`config.mk`:
```
export PLATFORM = sky130hd
export DESIGN_NAME = ea_addr_unit
export DESIGN_NICKNAME = d
export VERILOG_FILES = /design/src/rtl/ea_pkg.sv /design/src/rtl/ea_mode_dec.sv /design/src/rtl/ea_base_sel.sv /design/src/rtl/ea_calc.sv /design/src/rtl/ea_addr_unit.sv
export SDC_FILE = /design/constraint.sdc
export NUM_CORES = 1
export LEC_CHECK = 0
export CAP_MARGIN = 15
export CORE_MARGIN = 3
export CORE_UTILIZATION = 37
export DETAILED_ROUTE_END_ITERATION = 16
export MAX_ROUTING_LAYER = met4
export PLACE_DENSITY = 0.69
export SLEW_MARGIN = 20
export SYNTH_ARGS = -nofsm -noshare
export SYNTH_HDL_FRONTEND = slang
export SYNTH_SLANG_ARGS = --single-unit
export TNS_END_PERCENT = 5
```
`constraint.sdc`:
```
create_clock -name clk -period 6.19 [get_ports clk]
set_input_delay 0.619 -clock clk [delete_from_list [all_inputs] [get_ports clk]]
set_output_delay 0.619 -clock clk [all_outputs]
set_load 0.02 [all_outputs]
```
`src/rtl/ea_pkg.sv`:
```
package ea_pkg;

  typedef enum logic [3:0] {
    K_DREG, K_AREG, K_IND, K_POST, K_PRE, K_DISP, K_IDX,
    K_ABSW, K_ABSL, K_PCD, K_PCX, K_IMM, K_BAD
  } ea_kind_e;

  localparam logic [1:0] SZ_BYTE = 2'b00;
  localparam logic [1:0] SZ_WORD = 2'b01;

endpackage

```
`src/rtl/ea_mode_dec.sv`:
```
module ea_mode_dec
  import ea_pkg::*;
#(
  parameter int REG_W = 3
) (
  input  logic [2:0]       mode,
  input  logic [REG_W-1:0] regf,
  input  logic [1:0]       size,
  output ea_kind_e         kind,
  output logic [2:0]       step,
  output logic [1:0]       ext_cnt
);
  localparam logic [REG_W-1:0] SP_IDX = {REG_W{1'b1}};

  always_comb begin
    case (mode)
      3'b000: kind = K_DREG;
      3'b001: kind = K_AREG;
      3'b010: kind = K_IND;
      3'b011: kind = K_POST;
      3'b100: kind = K_PRE;
      3'b101: kind = K_DISP;
      3'b110: kind = K_IDX;
      default: begin
        case (regf)
          REG_W'(0): kind = K_ABSW;
          REG_W'(1): kind = K_ABSL;
          REG_W'(2): kind = K_PCD;
          REG_W'(3): kind = K_PCX;
          REG_W'(4): kind = K_IMM;
          default:   kind = K_BAD;
        endcase
      end
    endcase
  end

  // step size: the stack slot never steps by one
  always_comb begin
    if (size == SZ_BYTE)      step = (regf == SP_IDX) ? 3'd2 : 3'd1;
    else if (size == SZ_WORD) step = 3'd2;
    else                      step = 3'd4;
  end

  always_comb begin
    case (kind)
      K_DISP, K_IDX, K_ABSW, K_PCD, K_PCX: ext_cnt = 2'd1;
      K_ABSL:                              ext_cnt = 2'd2;
      K_IMM:   ext_cnt = (size == SZ_BYTE || size == SZ_WORD) ? 2'd1 : 2'd2;
      default:                             ext_cnt = 2'd0;
    endcase
  end

endmodule

```
`src/rtl/ea_base_sel.sv`:
```
module ea_base_sel #(
  parameter int AW    = 32,
  parameter int REG_W = 3,
  localparam int NREG = 1 << REG_W
) (
  input  logic [NREG*AW-1:0] areg_file,
  input  logic [AW-1:0]      ssp_in,
  input  logic               super_mode,
  input  logic [REG_W-1:0]   regf,
  output logic [AW-1:0]      base,
  output logic               use_ssp
);
  localparam logic [REG_W-1:0] SP_IDX = {REG_W{1'b1}};

  logic [AW-1:0] slots [NREG];

  for (genvar g = 0; g < NREG; g++) begin : g_unpack
    assign slots[g] = areg_file[g*AW +: AW];
  end

  assign use_ssp = super_mode && (regf == SP_IDX);
  assign base    = use_ssp ? ssp_in : slots[regf];

endmodule

```
`src/rtl/ea_calc.sv`:
```
module ea_calc
  import ea_pkg::*;
#(
  parameter int AW    = 32,
  parameter int EXT_W = 16
) (
  input  ea_kind_e         kind,
  input  logic [1:0]       size,
  input  logic [2:0]       step,
  input  logic [AW-1:0]    base,
  input  logic [AW-1:0]    pc,
  input  logic [EXT_W-1:0] ext0,
  input  logic [EXT_W-1:0] ext1,
  input  logic [AW-1:0]    index,
  output logic [AW-1:0]    addr,
  output logic             wr_en,
  output logic [AW-1:0]    wr_data,
  output logic [AW-1:0]    imm,
  output logic             is_prog,
  output logic             reg_op,
  output logic             illegal
);
  logic [AW-1:0] disp16, disp8, step_w, absl, idx_sum;

  assign disp16  = {{(AW-EXT_W){ext0[EXT_W-1]}}, ext0};
  assign disp8   = {{(AW-8){ext0[7]}}, ext0[7:0]};
  assign step_w  = AW'(step);
  assign absl    = AW'({ext0, ext1});
  assign idx_sum = disp8 + index;

  always_comb begin
    addr    = '0;
    wr_en   = 1'b0;
    wr_data = '0;
    imm     = '0;
    is_prog = 1'b0;
    reg_op  = 1'b0;
    illegal = 1'b0;
    case (kind)
      K_DREG, K_AREG: reg_op = 1'b1;
      K_IND:  addr = base;
      K_POST: begin
        addr    = base;
        wr_en   = 1'b1;
        wr_data = base + step_w;
      end
      K_PRE: begin
        addr    = base - step_w;
        wr_en   = 1'b1;
        wr_data = base - step_w;
      end
      K_DISP: addr = base + disp16;
      K_IDX:  addr = base + idx_sum;
      K_ABSW: addr = disp16;
      K_ABSL: addr = absl;
      K_PCD: begin
        addr    = pc + disp16;
        is_prog = 1'b1;
      end
      K_PCX: begin
        addr    = pc + idx_sum;
        is_prog = 1'b1;
      end
      K_IMM: begin
        addr    = pc;
        is_prog = 1'b1;
        if (size == SZ_BYTE)      imm = AW'(ext0[7:0]);
        else if (size == SZ_WORD) imm = AW'(ext0);
        else                      imm = absl;
      end
      default: illegal = 1'b1;
    endcase
  end

endmodule

```
`src/rtl/ea_addr_unit.sv`:
```
module ea_addr_unit
  import ea_pkg::*;
#(
  parameter int AW    = 32,
  parameter int EXT_W = 16,
  parameter int REG_W = 3,
  localparam int NREG = 1 << REG_W
) (
  input  logic               clk,
  input  logic               rst,
  input  logic               in_valid,
  input  logic [2:0]         ea_mode,
  input  logic [REG_W-1:0]   ea_reg,
  input  logic [1:0]         op_size,
  input  logic               super_mode,
  input  logic [NREG*AW-1:0] areg_file,
  input  logic [AW-1:0]      ssp_in,
  input  logic [AW-1:0]      pc_ext,
  input  logic [EXT_W-1:0]   ext_word0,
  input  logic [EXT_W-1:0]   ext_word1,
  input  logic [AW-1:0]      index_val,
  output logic               out_valid,
  output logic [AW-1:0]      addr_out,
  output logic               ar_wr_en,
  output logic [REG_W-1:0]   ar_wr_idx,
  output logic               ar_wr_ssp,
  output logic [AW-1:0]      ar_wr_data,
  output logic [1:0]         ext_words,
  output logic               is_program,
  output logic               reg_operand,
  output logic               illegal_mode,
  output logic [AW-1:0]      imm_value
);
  ea_kind_e      kind;
  logic [2:0]    step;
  logic [1:0]    ext_cnt;
  logic [AW-1:0] base, c_addr, c_wdata, c_imm;
  logic          use_ssp, c_wen, c_prog, c_regop, c_ill;

  ea_mode_dec #(.REG_W(REG_W)) u_dec (
    .mode(ea_mode), .regf(ea_reg), .size(op_size),
    .kind(kind), .step(step), .ext_cnt(ext_cnt)
  );

  ea_base_sel #(.AW(AW), .REG_W(REG_W)) u_sel (
    .areg_file(areg_file), .ssp_in(ssp_in), .super_mode(super_mode),
    .regf(ea_reg), .base(base), .use_ssp(use_ssp)
  );

  ea_calc #(.AW(AW), .EXT_W(EXT_W)) u_calc (
    .kind(kind), .size(op_size), .step(step), .base(base), .pc(pc_ext),
    .ext0(ext_word0), .ext1(ext_word1), .index(index_val),
    .addr(c_addr), .wr_en(c_wen), .wr_data(c_wdata), .imm(c_imm),
    .is_prog(c_prog), .reg_op(c_regop), .illegal(c_ill)
  );

  always_ff @(posedge clk) begin
    if (rst || !in_valid) begin
      out_valid    <= 1'b0;
      addr_out     <= '0;
      ar_wr_en     <= 1'b0;
      ar_wr_idx    <= '0;
      ar_wr_ssp    <= 1'b0;
      ar_wr_data   <= '0;
      ext_words    <= '0;
      is_program   <= 1'b0;
      reg_operand  <= 1'b0;
      illegal_mode <= 1'b0;
      imm_value    <= '0;
    end else begin
      out_valid    <= 1'b1;
      addr_out     <= c_addr;
      ar_wr_en     <= c_wen;
      ar_wr_idx    <= c_wen ? ea_reg : '0;
      ar_wr_ssp    <= c_wen && use_ssp;
      ar_wr_data   <= c_wdata;
      ext_words    <= ext_cnt;
      is_program   <= c_prog;
      reg_operand  <= c_regop;
      illegal_mode <= c_ill;
      imm_value    <= c_imm;
    end
  end


  valid_follow_chk: assert property (@(posedge clk) disable iff (rst)
    in_valid |=> out_valid);


  regdir_chk: assert property (@(posedge clk) disable iff (rst)
    (in_valid && ea_mode[2:1] == 2'b00) |=>
      (reg_operand && !ar_wr_en && ext_words == 2'd0 && addr_out == '0));


  postinc_chk: assert property (@(posedge clk) disable iff (rst)
    (in_valid && ea_mode == 3'b011) |=>
      (ar_wr_en && ((ar_wr_data - addr_out) == AW'(1) ||
                    (ar_wr_data - addr_out) == AW'(2) ||
                    (ar_wr_data - addr_out) == AW'(4))));


  predec_chk: assert property (@(posedge clk) disable iff (rst)
    (in_valid && ea_mode == 3'b100) |=> (ar_wr_en && ar_wr_data == addr_out));


  sp_byte_step_chk: assert property (@(posedge clk) disable iff (rst)
    (in_valid && ea_mode == 3'b011 && ea_reg == {REG_W{1'b1}} && op_size == 2'b00)
      |=> (ar_wr_data - addr_out == AW'(2)));


  ssp_sel_chk: assert property (@(posedge clk) disable iff (rst)
    (in_valid && ea_mode == 3'b011 && ea_reg == {REG_W{1'b1}} && super_mode)
      |=> (ar_wr_ssp && addr_out == $past(ssp_in)));


  pc_class_chk: assert property (@(posedge clk) disable iff (rst)
    (in_valid && ea_mode == 3'b111 && (ea_reg == REG_W'(2) || ea_reg == REG_W'(3)))
      |=> (is_program && ext_words == 2'd1));


  illegal_chk: assert property (@(posedge clk) disable iff (rst)
    (in_valid && ea_mode == 3'b111 && ea_reg > REG_W'(4)) |=>
      (illegal_mode && !ar_wr_en && ext_words == 2'd0 && !is_program));

endmodule

```
==> run summary <==
Mapped Cells: 1679
Top FF cell, synth: dfxtp_1
Leak: 7.66 nW
Max Cap Viol: 0
total core area: 0.0348 mm2
1st-iter DRT viols: 1544
Placed Cells: 2601
setup bufs post-CTS: 0
hold_sp: ea_reg[0]
gr usage total: 0.324
Top delay family on crit path: compound AO/OA/AOI/OAI gates
sequential share of the synthesized area: 0.163
Die Span Y: 194 um
# resized after CTS: 0
number of synthesized register bits: 107
final net count: 2664
outcome: completed
gpl congestion: 0.935
Port Buffers: 502
CTS sink count: 107
EDFF count, synth: 0
antenna-violating nets left: 0
CP dominant cell by count: a21oi_1
hold path endpoint: ar_wr_ssp
HP Class: in -> reg
slowest stage cell on the critical path: clkdlybuf4s50_1
crit path time final: 5.80 ns
final hold vios: 0
synth unique cells: 87
Final setup viols: 0
# H-tree levels: 3
non-filler cells, final: 2621
TNS Setup: 0 ns
Worst Tran Pin Value: 1.17 ns
Ports: 503
crit path DAT: 6.01 ns
vias in the first global route: 15.2k
Async S/R FF share, synth: 0
Overflow after GRT: 0
critical-path maximum fanout: 3
row cnt: 68
Max-Slew Margin vs Limit: 0.220
Cell Chain, Critical Path: clkdlybuf4s50_1 -> ha_1 -> fa_1 -> a21o_1 -> nand4_1 -> a32oi_1 -> a311o_1 -> buf_4 -> a31o_2 -> a41o_1 -> o21a_1 -> or2_2 -> o21ai_0 -> ha_1 -> a21oi_1 -> o21ai_0 -> a21o_1 -> a21oi_1 -> nor2b_1 -> a311o_1 -> a21oi_1 -> xnor2_1 -> a22oi_1 -> a31oi_1
DIE AREA: 0.0378 mm2
unrepaired setup endpoints after global routing: no
Final HPWL DP: 52300 um
average cell area after synthesis: 7.83 um2
CTS Buffer Depth: 2
DRT Pass-1 Iters: 9
crit-path max cell delay: 0.45 ns
Slew Limit Fails: 0
CTS tree: done
largest net degree at the start of global routing: 46
CP Launch Type: input pin
Max Clk Rate: 172 MHz
crit path capture type: register
share of cells above drive strength 1: 0.104
detailed-route wire length per cell: 24.1 um
syn_nets: 2186
Starting Density: 0.378
Num CTS Buffers: 9
Buf/Inv on CP: 2
Layout area overhead: 45.8%
period utilization: 0.937
first-pass GRT wire length: 92700 um
CP Data Required Time: 6.40 ns
CTS root buffer: clkbuf_16
Hold Buf Count CTS: 0
Die W: 194 um
WL final: 63200 um
total number of yosys warnings: 0
Syn Std Cell Area: 0.0131 mm2
Power Density: 159 mW/mm2
vias per std cell: 5.95
initial antenna violation count: 5
maximum vdd drop: 0.136 mV
Worst-path clk slew: 0.09 ns
Setup Crit Path Kind: in -> reg
Post-route DRC: 0
cell depth of the worst hold path: 3
via count: 15.6k
flip-flops by register name, indices dropped and copies added, names as in the netlist:
signal and flops:
ext_words 2, imm_value 32, ar_wr_idx 3, ar_wr_data 32
ar_wr_en 1, addr_out 32, is_program 1, ar_wr_ssp 1
illegal_mode 1, out_valid 1, reg_operand 1
worst max path at each step:
stage / cells after the start / slack, ns / to / start
global placement: 24 / 0.09 / addr_out[31] / ext_word0[0]
detailed placement: 24 / 0.03 / addr_out[29] / ext_word0[0]
floorplan: 22 / 0.77 / addr_out[31] / ext_word0[0]
global route: 24 / 0.002 / addr_out[26] / ext_word0[0]
CTS: 24 / 0.40 / addr_out[31] / ext_word0[0]
finish: 24 / 0.39 / addr_out[29] / ext_word0[0]
kinds of logic (layout without fill, tap and decap cells):
kind of cell / Yosys count / count (layout) / share of synthesized area
compound gates: 559 / 559 / 0.281
xor+xnor: 112 / 112 / 0.0746
fa+ha+maj: 111 / 111 / 0.108
buf+inv: 149 / 632 / 0.0505
flops: 107 / 107 / 0.163
mux: 97 / 97 / 0.124
other cells: 0 / 4 / 0
simple gates: 544 / 544 / 0.198
layer usage:
metal	wire length [um]	share of wire	track usage	vias to the layer above
met1	27400	0.43	0.424	7443
met3	4460	0.071	0.0494	106
met5	0	0	-	-
li1	-	-	-	7269
met2	29800	0.47	0.526	783
met4	1620	0.026	0.0814	0
final cells by class:
cell class / count / area, um2
fillers: 3283 / 15600
multi-input cells: 1423 / 10400
repair buffers: 577 / 5590
flip-flops and latches: 107 / 2140
well taps: 455 / 569
clock buffers: 10 / 239
inverters: 39 / 146
clock inverters: 6 / 82.6
diodes: 4 / 10.0
stage by stage:
stage	power (mW)	utilization	hold slack, ns	area (um2)	setup slack (ns)
6_report	3.04	0.551	0.868	19200	0.389
5_1_grt	3.21	0.551	0.934	19200	0.00195
4_1_cts	3.03	0.550	0.863	19100	0.401
3_5_place_dp	2.38	0.541	1.27	18800	0.0334
3_3_place_gp	2.36	0.541	1.27	18800	0.0874
2_1_floorplan	1.72	-	0.760	13100	0.772
cell usage in the layout, fill, tap and decap left out, types with 14 or more instances in the layout:
cell type | netlist | routed
clkdlybuf4s50_1 | 0 | 499
nand2_1 | 201 | 201
a21oi_1 | 148 | 148
nor2_1 | 142 | 141
o21ai_0 | 127 | 125
dfxtp_1 | 107 | 107
ha_1 | 106 | 106
buf_4 | 5 | 76
xnor2_1 | 64 | 64
a21o_1 | 52 | 52
xor2_1 | 48 | 48
mux4_2 | 47 | 47
and3_1 | 43 | 43
inv_1 | 37 | 37
mux2_2 | 34 | 34
a31oi_1 | 29 | 29
nand3_1 | 27 | 27
nor3_1 | 27 | 27
a222oi_1 | 27 | 27
a211oi_1 | 24 | 22
a221oi_1 | 18 | 18
a221o_1 | 17 | 17
o211ai_1 | 15 | 15
nand2b_1 | 14 | 14
mux2i_1 | 14 | 14
where the power goes:
part	total, mW	leakage, nW	switching [mW]	internal (mW)
Clock	0.654	0.160	0.317	0.336
Sequential	0.719	0.867	0.00957	0.710
Combinational	1.67	6.64	0.871	0.800
Total	3.04	7.66	1.20	1.85
Yosys cell counts, types with 8 or more instances:
library cell	number	share of area
nand2_1	201	0.057
a21oi_1	148	0.056
nor2_1	142	0.041
o21ai_0	127	0.048
dfxtp_1	107	0.16
ha_1	106	0.10
clkbuf_1	72	0.021
xnor2_1	64	0.043
a21o_1	52	0.030
xor2_1	48	0.032
mux4_2	47	0.081
and3_1	43	0.020
inv_1	37	0.011
mux2_2	34	0.029
a31oi_1	29	0.014
a222oi_1	27	0.021
nand3_1	27	0.010
nor3_1	27	0.010
a211oi_1	24	0.014
a221oi_1	18	0.012
a221o_1	17	0.013
buf_2	17	0.0065
o211ai_1	15	0.0086
mux2i_1	14	0.011
nand2b_1	14	0.0067
and2_1	13	0.0062
nor2b_1	12	0.0057
o22ai_1	11	0.0052
nand4_1	10	0.0048
o21bai_1	10	0.0057
a22oi_1	9	0.0051
buf_1	9	0.0026
o21a_1	9	0.0051
nor4_1	8	0.0038
or2_2	8	0.0038
Power figures use the tool's default switching activity.
